[src/rtl/mbm_pkg.sv]
package mbm_pkg;
  // Output source chosen by the operand classifier
  typedef enum logic [1:0] {
    OUT_CORE  = 2'd0,  // recoded datapath result
    OUT_NEG_A = 2'd1,  // opB is 2^N: result is -opA
    OUT_NEG_B = 2'd2,  // opA is 2^N: result is -opB
    OUT_ONE   = 2'd3   // both are 2^N: (-1)(-1) = 1
  } outSel_e;

  typedef struct packed {
    outSel_e outSel;
  } ctrlStrobe_t;
endpackage

[src/rtl/mbm_ctrl.sv]
module mbm_ctrl
  import mbm_pkg::*;
#(
  parameter int N = 8
) (
  input  logic [N:0]   opA,
  input  logic [N:0]   opB,
  output ctrlStrobe_t  strobe
);
  logic aMax, bMax, aNonZero, bNonZero;

  assign aMax     = opA[N];
  assign bMax     = opB[N];
  assign aNonZero = |opA;
  assign bNonZero = |opB;

  always_comb begin
    strobe.outSel = OUT_CORE;
    if (aMax && bMax)          strobe.outSel = OUT_ONE;
    else if (aMax && bNonZero) strobe.outSel = OUT_NEG_B;
    else if (bMax && aNonZero) strobe.outSel = OUT_NEG_A;
  end
endmodule

[src/rtl/mbm_booth_row.sv]
// One radix-4 digit: folded partial product plus its constant offset.
module mbm_booth_row #(
  parameter int N   = 8,
  parameter int IDX = 0
) (
  input  logic [N-1:0] mcand,
  input  logic [2:0]   triple,
  output logic [N-1:0] row,
  output logic [N:0]   corr
);
  localparam longint unsigned MODL = (64'd1 << N) + 64'd1;
  localparam int KLO = 2 * IDX;
  localparam int KHI = (2 * IDX + 1 > N) ? N : 2 * IDX + 1;
  // positive digit: offset -(2^k-1); negative digit: offset 2^k+1
  localparam logic [N:0] POS_LO = (N+1)'((MODL - ((64'd1 << KLO) - 64'd1)) % MODL);
  localparam logic [N:0] POS_HI = (N+1)'((MODL - ((64'd1 << KHI) - 64'd1)) % MODL);
  localparam logic [N:0] NEG_LO = (N+1)'(((64'd1 << KLO) + 64'd1) % MODL);
  localparam logic [N:0] NEG_HI = (N+1)'(((64'd1 << KHI) + 64'd1) % MODL);

  logic one, two, neg;
  logic [N-1:0] picked, wLo, wHi, w;

  assign one = triple[1] ^ triple[0];
  assign two = (triple[2] & ~triple[1] & ~triple[0]) | (~triple[2] & triple[1] & triple[0]);
  assign neg = triple[2] & ~(triple[1] & triple[0]);

  assign picked = (one | two) ? mcand : '0;
  // multiply by 2^k modulo 2^N+1: wrapped bits come back inverted
  assign wLo = (picked << KLO) | (~picked >> (N - KLO));
  assign wHi = (picked << KHI) | (~picked >> (N - KHI));
  assign w   = two ? wHi : wLo;
  assign row = neg ? ~w : w;
  assign corr = neg ? (two ? NEG_HI : NEG_LO) : (two ? POS_HI : POS_LO);
endmodule

[src/rtl/mbm_csa_eac.sv]
// 3:2 compressor whose top carry re-enters bit 0 inverted.
module mbm_csa_eac #(
  parameter int N = 8
) (
  input  logic [N-1:0] x,
  input  logic [N-1:0] y,
  input  logic [N-1:0] z,
  output logic [N-1:0] s,
  output logic [N-1:0] c
);
  logic [N-1:0] maj;
  assign s   = x ^ y ^ z;
  assign maj = (x & y) | (x & z) | (y & z);
  assign c   = {maj[N-2:0], ~maj[N-1]};
endmodule

[src/rtl/mbm_dim1_add.sv]
// Closing modular adder: the inverted carry-out becomes the carry-in.
module mbm_dim1_add #(
  parameter int N = 8
) (
  input  logic [N-1:0] x,
  input  logic [N-1:0] y,
  input  logic         plusOne,
  output logic [N:0]   sum
);
  logic [N:0] t;
  assign t = {1'b0, x} + {1'b0, y};

  always_comb begin
    if (plusOne)
      sum = t[N] ? {1'b0, t[N-1:0]} : t + (N+1)'(1);
    else
      sum = (t[N] && (t[N-1:0] != '0)) ? {1'b0, t[N-1:0] - N'(1)} : t;
  end
endmodule

[src/rtl/mbm_datapath.sv]
module mbm_datapath
  import mbm_pkg::*;
#(
  parameter int N = 8
) (
  input  logic [N:0]  opA,
  input  logic [N:0]  opB,
  input  ctrlStrobe_t strobe,
  output logic [N:0]  prodComb
);
  localparam int ROWS  = N / 2 + 1;
  localparam int TERMS = ROWS + 1;
  localparam int CSAS  = TERMS - 2;
  localparam longint unsigned MODL = (64'd1 << N) + 64'd1;
  localparam logic [N:0]   MODV = (N+1)'(MODL);
  localparam logic [N+1:0] MODW = {1'b0, MODV};
  // each compressor adds +1 and the closing adder another +1: pre-subtract them
  localparam logic [N+1:0] ACC_INIT = (N+2)'(MODL - longint'(CSAS + 1));

  logic [N+2:0]  bExt;
  logic [N-1:0]  rowW  [ROWS];
  logic [N:0]    corrI [ROWS];
  logic [N-1:0]  terms [TERMS];
  logic [N-1:0]  sumV  [CSAS+1];
  logic [N-1:0]  carV  [CSAS+1];
  logic [N+1:0]  corrAcc;
  logic          corrWrap;
  logic [N:0]    coreRes;

  assign bExt = {2'b00, opB[N-1:0], 1'b0};

  for (genvar i = 0; i < ROWS; i++) begin : g_row
    mbm_booth_row #(.N(N), .IDX(i)) u_row (
      .mcand  (opA[N-1:0]),
      .triple (bExt[2*i+2:2*i]),
      .row    (rowW[i]),
      .corr   (corrI[i])
    );
    assign terms[i] = rowW[i];
  end

  // offsets depend on the multiplier only, so this sum runs beside the rows
  always_comb begin
    corrAcc = ACC_INIT;
    for (int j = 0; j < ROWS; j++) begin
      corrAcc = corrAcc + {1'b0, corrI[j]};
      if (corrAcc >= MODW) corrAcc = corrAcc - MODW;
    end
  end

  // 2^N does not fit the N-bit row: emit 0 and drop the closing increment
  assign corrWrap     = corrAcc[N];
  assign terms[ROWS]  = corrWrap ? '0 : corrAcc[N-1:0];

  assign sumV[0] = terms[0];
  assign carV[0] = terms[1];
  for (genvar j = 0; j < CSAS; j++) begin : g_csa
    mbm_csa_eac #(.N(N)) u_csa (
      .x (sumV[j]),
      .y (carV[j]),
      .z (terms[j+2]),
      .s (sumV[j+1]),
      .c (carV[j+1])
    );
  end

  mbm_dim1_add #(.N(N)) u_add (
    .x       (sumV[CSAS]),
    .y       (carV[CSAS]),
    .plusOne (~corrWrap),
    .sum     (coreRes)
  );

  always_comb begin
    unique case (strobe.outSel)
      OUT_ONE:   prodComb = (N+1)'(1);
      OUT_NEG_B: prodComb = MODV - opB;
      OUT_NEG_A: prodComb = MODV - opA;
      default:   prodComb = coreRes;
    endcase
  end
endmodule

[src/rtl/modmul_booth.sv]
module modmul_booth
  import mbm_pkg::*;
#(
  parameter int N       = 8,
  parameter bit REG_OUT = 1'b1
) (
  input  logic       clk,
  input  logic       rstN,
  input  logic [N:0] opA,
  input  logic [N:0] opB,
  output logic [N:0] prod
);
  ctrlStrobe_t strobe;
  logic [N:0]  prodComb;

  mbm_ctrl #(.N(N)) u_ctrl (
    .opA    (opA),
    .opB    (opB),
    .strobe (strobe)
  );

  mbm_datapath #(.N(N)) u_dp (
    .opA      (opA),
    .opB      (opB),
    .strobe   (strobe),
    .prodComb (prodComb)
  );

  if (REG_OUT) begin : g_reg
    always_ff @(posedge clk) begin
      if (!rstN) prod <= '0;
      else       prod <= prodComb;
    end
  end else begin : g_comb
    assign prod = prodComb;
  end
endmodule

[config.mk]
export PLATFORM = sky130hd
export DESIGN_NAME = modmul_booth
export DESIGN_NICKNAME = d
export VERILOG_FILES = /design/src/rtl/mbm_pkg.sv /design/src/rtl/mbm_ctrl.sv /design/src/rtl/mbm_booth_row.sv /design/src/rtl/mbm_csa_eac.sv /design/src/rtl/mbm_dim1_add.sv /design/src/rtl/mbm_datapath.sv /design/src/rtl/modmul_booth.sv
export SDC_FILE = /design/constraint.sdc
export NUM_CORES = 1
export LEC_CHECK = 0
export BUFFER_PORTS_ARGS = -buffer_cell sky130_fd_sc_hd__buf_2
export CAP_MARGIN = 40
export CORE_ASPECT_RATIO = 0.9
export CORE_MARGIN = 8
export CORE_UTILIZATION = 45
export DETAILED_ROUTE_END_ITERATION = 12
export PLACE_DENSITY = 0.71
export RECOVER_POWER = 25
export SLEW_MARGIN = 25
export SYNTH_ARGS = -nofsm -noshare
export SYNTH_HDL_FRONTEND = slang
export SYNTH_HIERARCHICAL = 1
export SYNTH_SLANG_ARGS = --single-unit
[constraint.sdc]
create_clock -name clk -period 26 [get_ports clk]
set_input_delay 5.2 -clock clk [delete_from_list [all_inputs] [get_ports clk]]
set_output_delay 5.2 -clock clk [all_outputs]
set_load 0.01 [all_outputs]
==> results.yml, run 1 <==
global_routing:
  via_count_of_the_first_global_routing_pass: 6424
  overflow_after_grt: 0
  grt_antenna_before_repair: 0
  grt_pass1_wl_um: 31150
  grt_util_all_layers: 0.1766
  grt_start_max_net_pins: 26
layout:
  synthToLayoutAreaGrowth_pct: 1.389
  largest_registers: "prod x9"
  layout.cells.most_common: "sky130_fd_sc_hd__nand2_1"
  finalInstanceArea_mm2: 0.007488
  layout_common_cells: "104 x sky130_fd_sc_hd__nand2_1, 65 x sky130_fd_sc_hd__inv_1, 65 x sky130_fd_sc_hd__ha_1"
  largest-register: "prod"
  final_core_util: 0.4658
  final_nets: 1106
  largest_register_ffs: 9
  num_antenna_cells: 0
  fraction_of_final_layout_cells_sized_beyond_drive_strength_1: 0.07426
  filler_cell_count: 1642
synth:
  post_synth_edffs: 0
  synthDominantAreaCellType: "sky130_fd_sc_hd__ha_1"
  syn-cell-area_mm2: 0.007386
  synth_top_area_frac: 0.1101
  synth_seq_area_share: 0.02439
  yosys.cell_types.count: 89
  synthesis.instances: 994
  synth.avg_cell_area_um2: 7.430
  ys_top_cells_by_area: "sky130_fd_sc_hd__ha_1 11%, sky130_fd_sc_hd__fa_1 10%, sky130_fd_sc_hd__nand2_1 5.3%"
  yosys_warnings: 6
  ys_async_sr_fraction: 0
  synth-seq-cells: 9
  postSynth.topFlopCell: "sky130_fd_sc_hd__dfxtp_1"
clock_network:
  cts.reportedPaths.clkPinSlew_ns: 0.04
  cts-hold-fix-buffers: 0
  numCtsBuffers: 3
  htreeDepth: 1
  clock_path_buffers: 2
  post_cts_buffers: 0
  root_buffer: "sky130_fd_sc_hd__clkbuf_16"
  cts_resized: 0
  clock_tree_from_tritoncts: "done"
  tritoncts_num_sinks: 9
worst_setup_path:
  timing.critical_path.from_type: "primary input"
  critPathSlowestCell: "sky130_fd_sc_hd__a2111oi_1"
  timing.critical_path.required_ns: 26.18
  worst-path-buf-inv: 4
  path_max_fanout: 20
  critical_path.top_delay_family: "compound AO/OA/AOI/OAI gates"
  cp-startpoint: "opB[1]"
  cp_common_cell: "sky130_fd_sc_hd__o21ai_0"
  cp.arrival_ns: 21.46
  path_class: "in2reg"
  cpPeakStageDelay_ns: 0.64
  worst_setup_path_end_kind: "flip-flop"
  critical_path_depth: 65
min_path:
  timing.hold.worst_path_depth: 2
  timing.hold.worst.start: "rstN"
  timing.hold.worst.class: "in2reg"
  hold-path-endpoint: "prod[5]"
timing:
  min_period_ns: 21.28
  timing.final.max_slew_violations: 0
  slew-limit-headroom: 0.4580
  tightest_slew_ns: 0.8025
  max_freq_mhz: 46.99
  setup_violations: 0
  totalNegativeSetupSlack_ns: 0
  final_hold_slack_ns: 5.258
  post-route-period-util: 0.8186
  final-hold-violation-count: 0
  rsz0062_at_grt: "no"
place:
  port_buffers: 28
  gpl.final_weighted_congestion: 0.8730
  place_hpwl_um: 14310
  dpl_cell_area_mm2: 0.007410
floorplan:
  pin_count: 29
  row_count: 44
  fp.coreArea_mm2: 0.01608
  effective_utilization_at_floorplan: 0.4594
  dieArea_mm2: 0.02077
  die_h_um: 137.5
  die_width_um: 151.0
route:
  drt-initial-drc-count: 750
  detail_route.wirelength_um: 18480
  drtAntennaViolNets: 0
  detail_route.first_pass.iterations: 5
  route.detailed.drc: 0
  drt-vias-per-instance: 6.087
  route.detailed.wl_per_inst_um: 15.53
  routed-via-count: 7243
run:
  maxCapViolCount: 0
run_status:
  outcome: "finished, final reports clean"
cells in the mapped netlist, types with 23 or more instances:
master	count
sky130_fd_sc_hd__a211o_1	29
sky130_fd_sc_hd__nor3_1	23
sky130_fd_sc_hd__inv_1	65
sky130_fd_sc_hd__nand2_1	104
sky130_fd_sc_hd__xnor2_1	39
sky130_fd_sc_hd__or4_1	37
sky130_fd_sc_hd__o21ai_0	36
sky130_fd_sc_hd__buf_4	33
sky130_fd_sc_hd__nor2_1	48
sky130_fd_sc_hd__ha_1	65
sky130_fd_sc_hd__xor2_1	31
sky130_fd_sc_hd__fa_1	37
sky130_fd_sc_hd__nand4_1	44
sky130_fd_sc_hd__a21oi_1	55
routing by layer:
layer | vias up | GRT usage | wire length, um
li1 | 3607 | - | -
met2 | 213 | 0.2891 | 8428
met4 | 0 | 0.03075 | 233
met3 | 20 | 0.01018 | 841
met1 | 3403 | 0.2529 | 8972
met5 | - | 0 | 0
logic make-up (layout without fill, tap and decap cells):
| group | after synthesis | after routing | synth area share |
|---|---|---|---|
| other cells | 6 | 35 | 0.003049 |
| mux | 15 | 15 | 0.02219 |
| flops | 9 | 9 | 0.02439 |
| fa+ha+maj | 102 | 102 | 0.2104 |
| buf+inv | 144 | 104 | 0.1030 |
| simple gates | 403 | 403 | 0.3097 |
| compound gates | 244 | 244 | 0.2421 |
| xor+xnor | 71 | 71 | 0.08521 |
metrics by stage:
stage | std cells | setup slack [ns]
3_5_place_dp | 1185 | 4.631
2_1_floorplan | 1023 | 6.571
6_report | 1190 | 4.718
5_1_grt | 1190 | 3.118
3_3_place_gp | 1183 | 5.070
4_1_cts | 1189 | 4.868
worst max-delay path by stage:
stage | to
after floorplan | prod[4]
after global placement | prod[0]
after detailed placement | prod[0]
after CTS | prod[0]
final | prod[0]
after global routing | prod[5]
area by class of cell:
class                           count  area [um^2]  share of cell area
Clock buffer                        4        78.83             0.01053
Inverter                           67        251.5             0.03358
Multi-Input combinational cell    870         6554              0.8752
Sequential cell                     9        180.2             0.02406
Tap cell                          207        259.0             0.03459
Timing Repair Buffer               33        165.2             0.02206
Power of run 1 is left out: the tool's default activity adds up to more than one toggle a clock period on the data nets, which glitch-free logic cannot reach.
==> run 2: changes to the inputs <==
clock period = 19.62 ns   (was 26 ns; I/O delays follow)
==> results.yml, run 2 (synthesis gave the netlist of run 1 again) <==
floorplan:
  fp.coreArea_mm2: 0.01608
  effective_utilization_at_floorplan: 0.4594
  die_width_um: 151.0
  pin_count: 29
  row_count: 44
  die_h_um: 137.5
  dieArea_mm2: 0.02077
layout:
  largest-register: "prod"
  layout.cells.most_common: "sky130_fd_sc_hd__nand2_1"
  num_antenna_cells: 0
  largest_registers: "prod x9"
  synthToLayoutAreaGrowth_pct: 3.981
  final_nets: 1118
  fraction_of_final_layout_cells_sized_beyond_drive_strength_1: 0.1015
  layout_common_cells: "104 x sky130_fd_sc_hd__nand2_1, 65 x sky130_fd_sc_hd__inv_1, 65 x sky130_fd_sc_hd__ha_1"
  final_core_util: 0.4777
  seqCellArea_um2: 180.2
  filler_cell_count: 1636
  largest_register_ffs: 9
  multiInputGateArea_mm2: 0.006655
global_routing:
  grt_antenna_before_repair: 0
  grt_util_all_layers: 0.1695
  grt_pass1_wl_um: 29960
  grt_start_max_net_pins: 26
  overflow_after_grt: 0
  via_count_of_the_first_global_routing_pass: 6259
timing:
  tightest_slew_ns: 0.8272
  min_period_ns: 18.52
  setup_violations: 0
  final_hold_slack_ns: 3.996
  rsz0062_at_grt: "no"
  timing.final.max_slew_violations: 0
  post-route-period-util: 0.9437
  totalNegativeSetupSlack_ns: 0
  final-hold-violation-count: 0
  slew-limit-headroom: 0.4461
  max_freq_mhz: 54.01
place:
  place_hpwl_um: 13970
  port_buffers: 28
  gpl.final_weighted_congestion: 0.8706
run_status:
  outcome: "finished, final reports clean"
clock_network:
  clock_tree_from_tritoncts: "done"
  htreeDepth: 1
  cts-hold-fix-buffers: 0
  numCtsBuffers: 3
  tritoncts_num_sinks: 9
  clock_path_buffers: 2
  cts.reportedPaths.clkPinSlew_ns: 0.04
  root_buffer: "sky130_fd_sc_hd__clkbuf_16"
min_path:
  timing.hold.worst_path_depth: 2
  hold-path-endpoint: "prod[5]"
  timing.hold.worst.class: "in2reg"
  timing.hold.worst.start: "rstN"
worst_setup_path:
  timing.critical_path.required_ns: 19.80
  path_max_fanout: 13
  critPathSlowestCell: "sky130_fd_sc_hd__fa_1"
  cpPeakStageDelay_ns: 0.53
  timing.critical_path.from_type: "primary input"
  path_class: "in2reg"
  worst_setup_path_end_kind: "flip-flop"
  cp.arrival_ns: 18.69
route:
  routed-via-count: 7285
  route.detailed.drc: 0
  detail_route.wirelength_um: 18500
  drt-vias-per-instance: 6.061
  detail_route.first_pass.iterations: 5
  drtAntennaViolNets: 0
  drt-initial-drc-count: 756
  route.detailed.wl_per_inst_um: 15.39
run:
  maxCapViolCount: 0
-- run 2: what timing repair did --
| action | in CTS | in global routing |
|---|---|---|
| setup endpoints to repair | 0 | 9 |
| setup buffers | 0 | 7 |
| resized for setup | 0 | 20 |
-- run 2: metal layers --
layer | global-route usage | wire (um) | share of wire
met1 | 0.2394 | 8746 | 0.47
met2 | 0.2815 | 8561 | 0.46
met3 | 0.01149 | 978 | 0.053
met4 | 0.02691 | 210 | 0.011
met5 | 0 | 0 | 0
-- run 2: metrics by stage --
stage | cell area (um^2) | cells | worst slack, ns
after floorplan | 7495 | 1023 | 1.467
final | 7680 | 1202 | 1.104
after global routing | 7680 | 1202 | 0.008949
after global placement | 7452 | 1190 | 0.7839
after CTS | 7531 | 1194 | 0.5231
after detailed placement | 7452 | 1190 | 0.2977
-- run 2: worst max path at each step --
stage,from,to,slack (ns)
after global placement,opB[1],prod[5],0.78
after floorplan,opB[0],prod[4],1.47
after CTS,opB[1],prod[4],0.52
final,opB[1],prod[4],1.10
after global routing,opB[1],prod[0],0.009
after detailed placement,opB[1],prod[4],0.30
-- run 2: critical path: cells and delay by family --
kind,cells,cell delay [ns]
and+or+nand+nor,23,4.77
adders and majority gates,9,3.04
AOI/OAI and AO/OA,23,4.89
buffers and inverters,5,0.59
xor gates and xnor gates,8,1.33
muxes,1,0.09
-- run 2: layout make-up --
cell class | instances | area share
timing repair buffer | 44 | 0.03324
inverter | 67 | 0.03275
multi-input combinational | 871 | 0.8666
clock buffer | 4 | 0.01026
sequential | 9 | 0.02346
tap | 207 | 0.03372
Power of run 2 is left out for the same reason.
==> run 3: changes to the inputs <==
CTS_BUF_LIST = sky130_fd_sc_hd__clkbuf_4 sky130_fd_sc_hd__clkbuf_8 sky130_fd_sc_hd__clkbuf_16   (was default)
==> results.yml, run 3 (synthesis gave the netlist of run 1 again) <==
route:
  routed-via-count: 7263
  drt-vias-per-instance: 6.042
  drt-initial-drc-count: 729
  route.detailed.wl_per_inst_um: 15.35
  drtAntennaViolNets: 0
  route.detailed.drc: 0
  detail_route.first_pass.iterations: 5
  detail_route.wirelength_um: 18450
min_path:
  timing.hold.worst.start: "rstN"
  timing.hold.worst_path_depth: 2
  timing.hold.worst.class: "in2reg"
  hold-path-endpoint: "prod[5]"
worst_setup_path:
  timing.critical_path.required_ns: 19.80
  worst_setup_path_end_kind: "flip-flop"
  timing.critical_path.from_type: "primary input"
  cpPeakStageDelay_ns: 0.53
  path_max_fanout: 13
  cp.arrival_ns: 18.66
  critPathSlowestCell: "sky130_fd_sc_hd__fa_1"
  path_class: "in2reg"
layout:
  largest-register: "prod"
  final_nets: 1118
  final_core_util: 0.4780
  largest_registers: "prod x9"
  synthToLayoutAreaGrowth_pct: 4.032
  fraction_of_final_layout_cells_sized_beyond_drive_strength_1: 0.1025
  layout.cells.most_common: "sky130_fd_sc_hd__nand2_1"
  layout_common_cells: "104 x sky130_fd_sc_hd__nand2_1, 65 x sky130_fd_sc_hd__inv_1, 65 x sky130_fd_sc_hd__ha_1"
  final_cell_count_no_fill: 1202
  largest_register_ffs: 9
  num_antenna_cells: 0
timing:
  post-route-period-util: 0.9421
  rsz0062_at_grt: "no"
  totalNegativeSetupSlack_ns: 0
  timing.final.max_slew_violations: 0
  slew-limit-headroom: 0.4432
  tightest_slew_ns: 0.8316
  max_freq_mhz: 54.10
  setup_violations: 0
  min_period_ns: 18.48
  final-hold-violation-count: 0
floorplan:
  effective_utilization_at_floorplan: 0.4594
  row_count: 44
  die_h_um: 137.5
  die_width_um: 151.0
  dieArea_mm2: 0.02077
  fp.coreArea_mm2: 0.01608
  pin_count: 29
global_routing:
  grt_util_all_layers: 0.1695
  overflow_after_grt: 0
  grt_start_max_net_pins: 26
  grt_pass1_wl_um: 29960
  grt_antenna_before_repair: 0
  via_count_of_the_first_global_routing_pass: 6263
run:
  maxCapViolCount: 0
clock_network:
  root_buffer: "sky130_fd_sc_hd__clkbuf_16"
  clock_tree_from_tritoncts: "done"
  tritoncts_num_sinks: 9
  htreeDepth: 1
  cts.reportedPaths.clkPinSlew_ns: 0.04
  numCtsBuffers: 3
  cts-hold-fix-buffers: 0
  clock_path_buffers: 2
place:
  place_inst: 1190
  port_buffers: 28
  gpl.final_weighted_congestion: 0.8706
  place_hpwl_um: 13970
run_status:
  outcome: "finished, final reports clean"
==> run 3: cell counts in the layout (fill, tap and decap cells not counted) <==
Identical to the previous run, type by type.
==> run 3: stage by stage <==
step / worst slack [ns] / instance area (um^2) / hold WS [ns]
final: 1.136 / 7684 / 3.996
after global routing: 0.009001 / 7684 / 4.009
after CTS: 0.5231 / 7535 / 3.996
after detailed placement: 0.2977 / 7452 / 4.234
after global placement: 0.7839 / 7452 / 4.236
after floorplan: 1.467 / 7495 / 4.046
==> run 3: how the worst max path moves through the flow <==
stage	start	to	slack, ns
6_report	opB[1]	prod[4]	1.14
5_1_grt	opB[1]	prod[0]	0.009
4_1_cts	opB[1]	prod[4]	0.52
3_5_place_dp	opB[1]	prod[4]	0.30
3_3_place_gp	opB[1]	prod[5]	0.78
2_1_floorplan	opB[0]	prod[4]	1.47
==> run 3: repair_timing <==
item	in CTS	in global routing
endpoints found under the setup margin	0	9
resized for setup	0	20
setup buffers	0	7
==> run 3: layout make-up <==
type                       count  area (um^2)
fill                        1636         8392
multi-input combinational    871         6655
tap                          207        259.0
timing repair buffer          44        255.2
inverter                      67        251.5
sequential                     9        180.2
clock buffer                   4        82.58
==> run 3: worst max-delay path, delay by kind of cell <==
family | cells | cell delay, ns
AOI/OAI and AO/OA | 23 | 4.89
and+or+nand+nor | 23 | 4.75
adders and majority gates | 9 | 3.04
xor gates and xnor gates | 8 | 1.32
buffers and inverters | 5 | 0.59
muxes | 1 | 0.09
==> run 3: metal layers <==
metal  up-vias  track usage  routed length [um]
met4         0      0.02691                 223
met2       209       0.2815                8585
met1      3421       0.2394                8694
met3        21      0.01149                 949
met5         -            0                   0
li1       3612            -                   -
Power of run 3 is left out for the same reason.
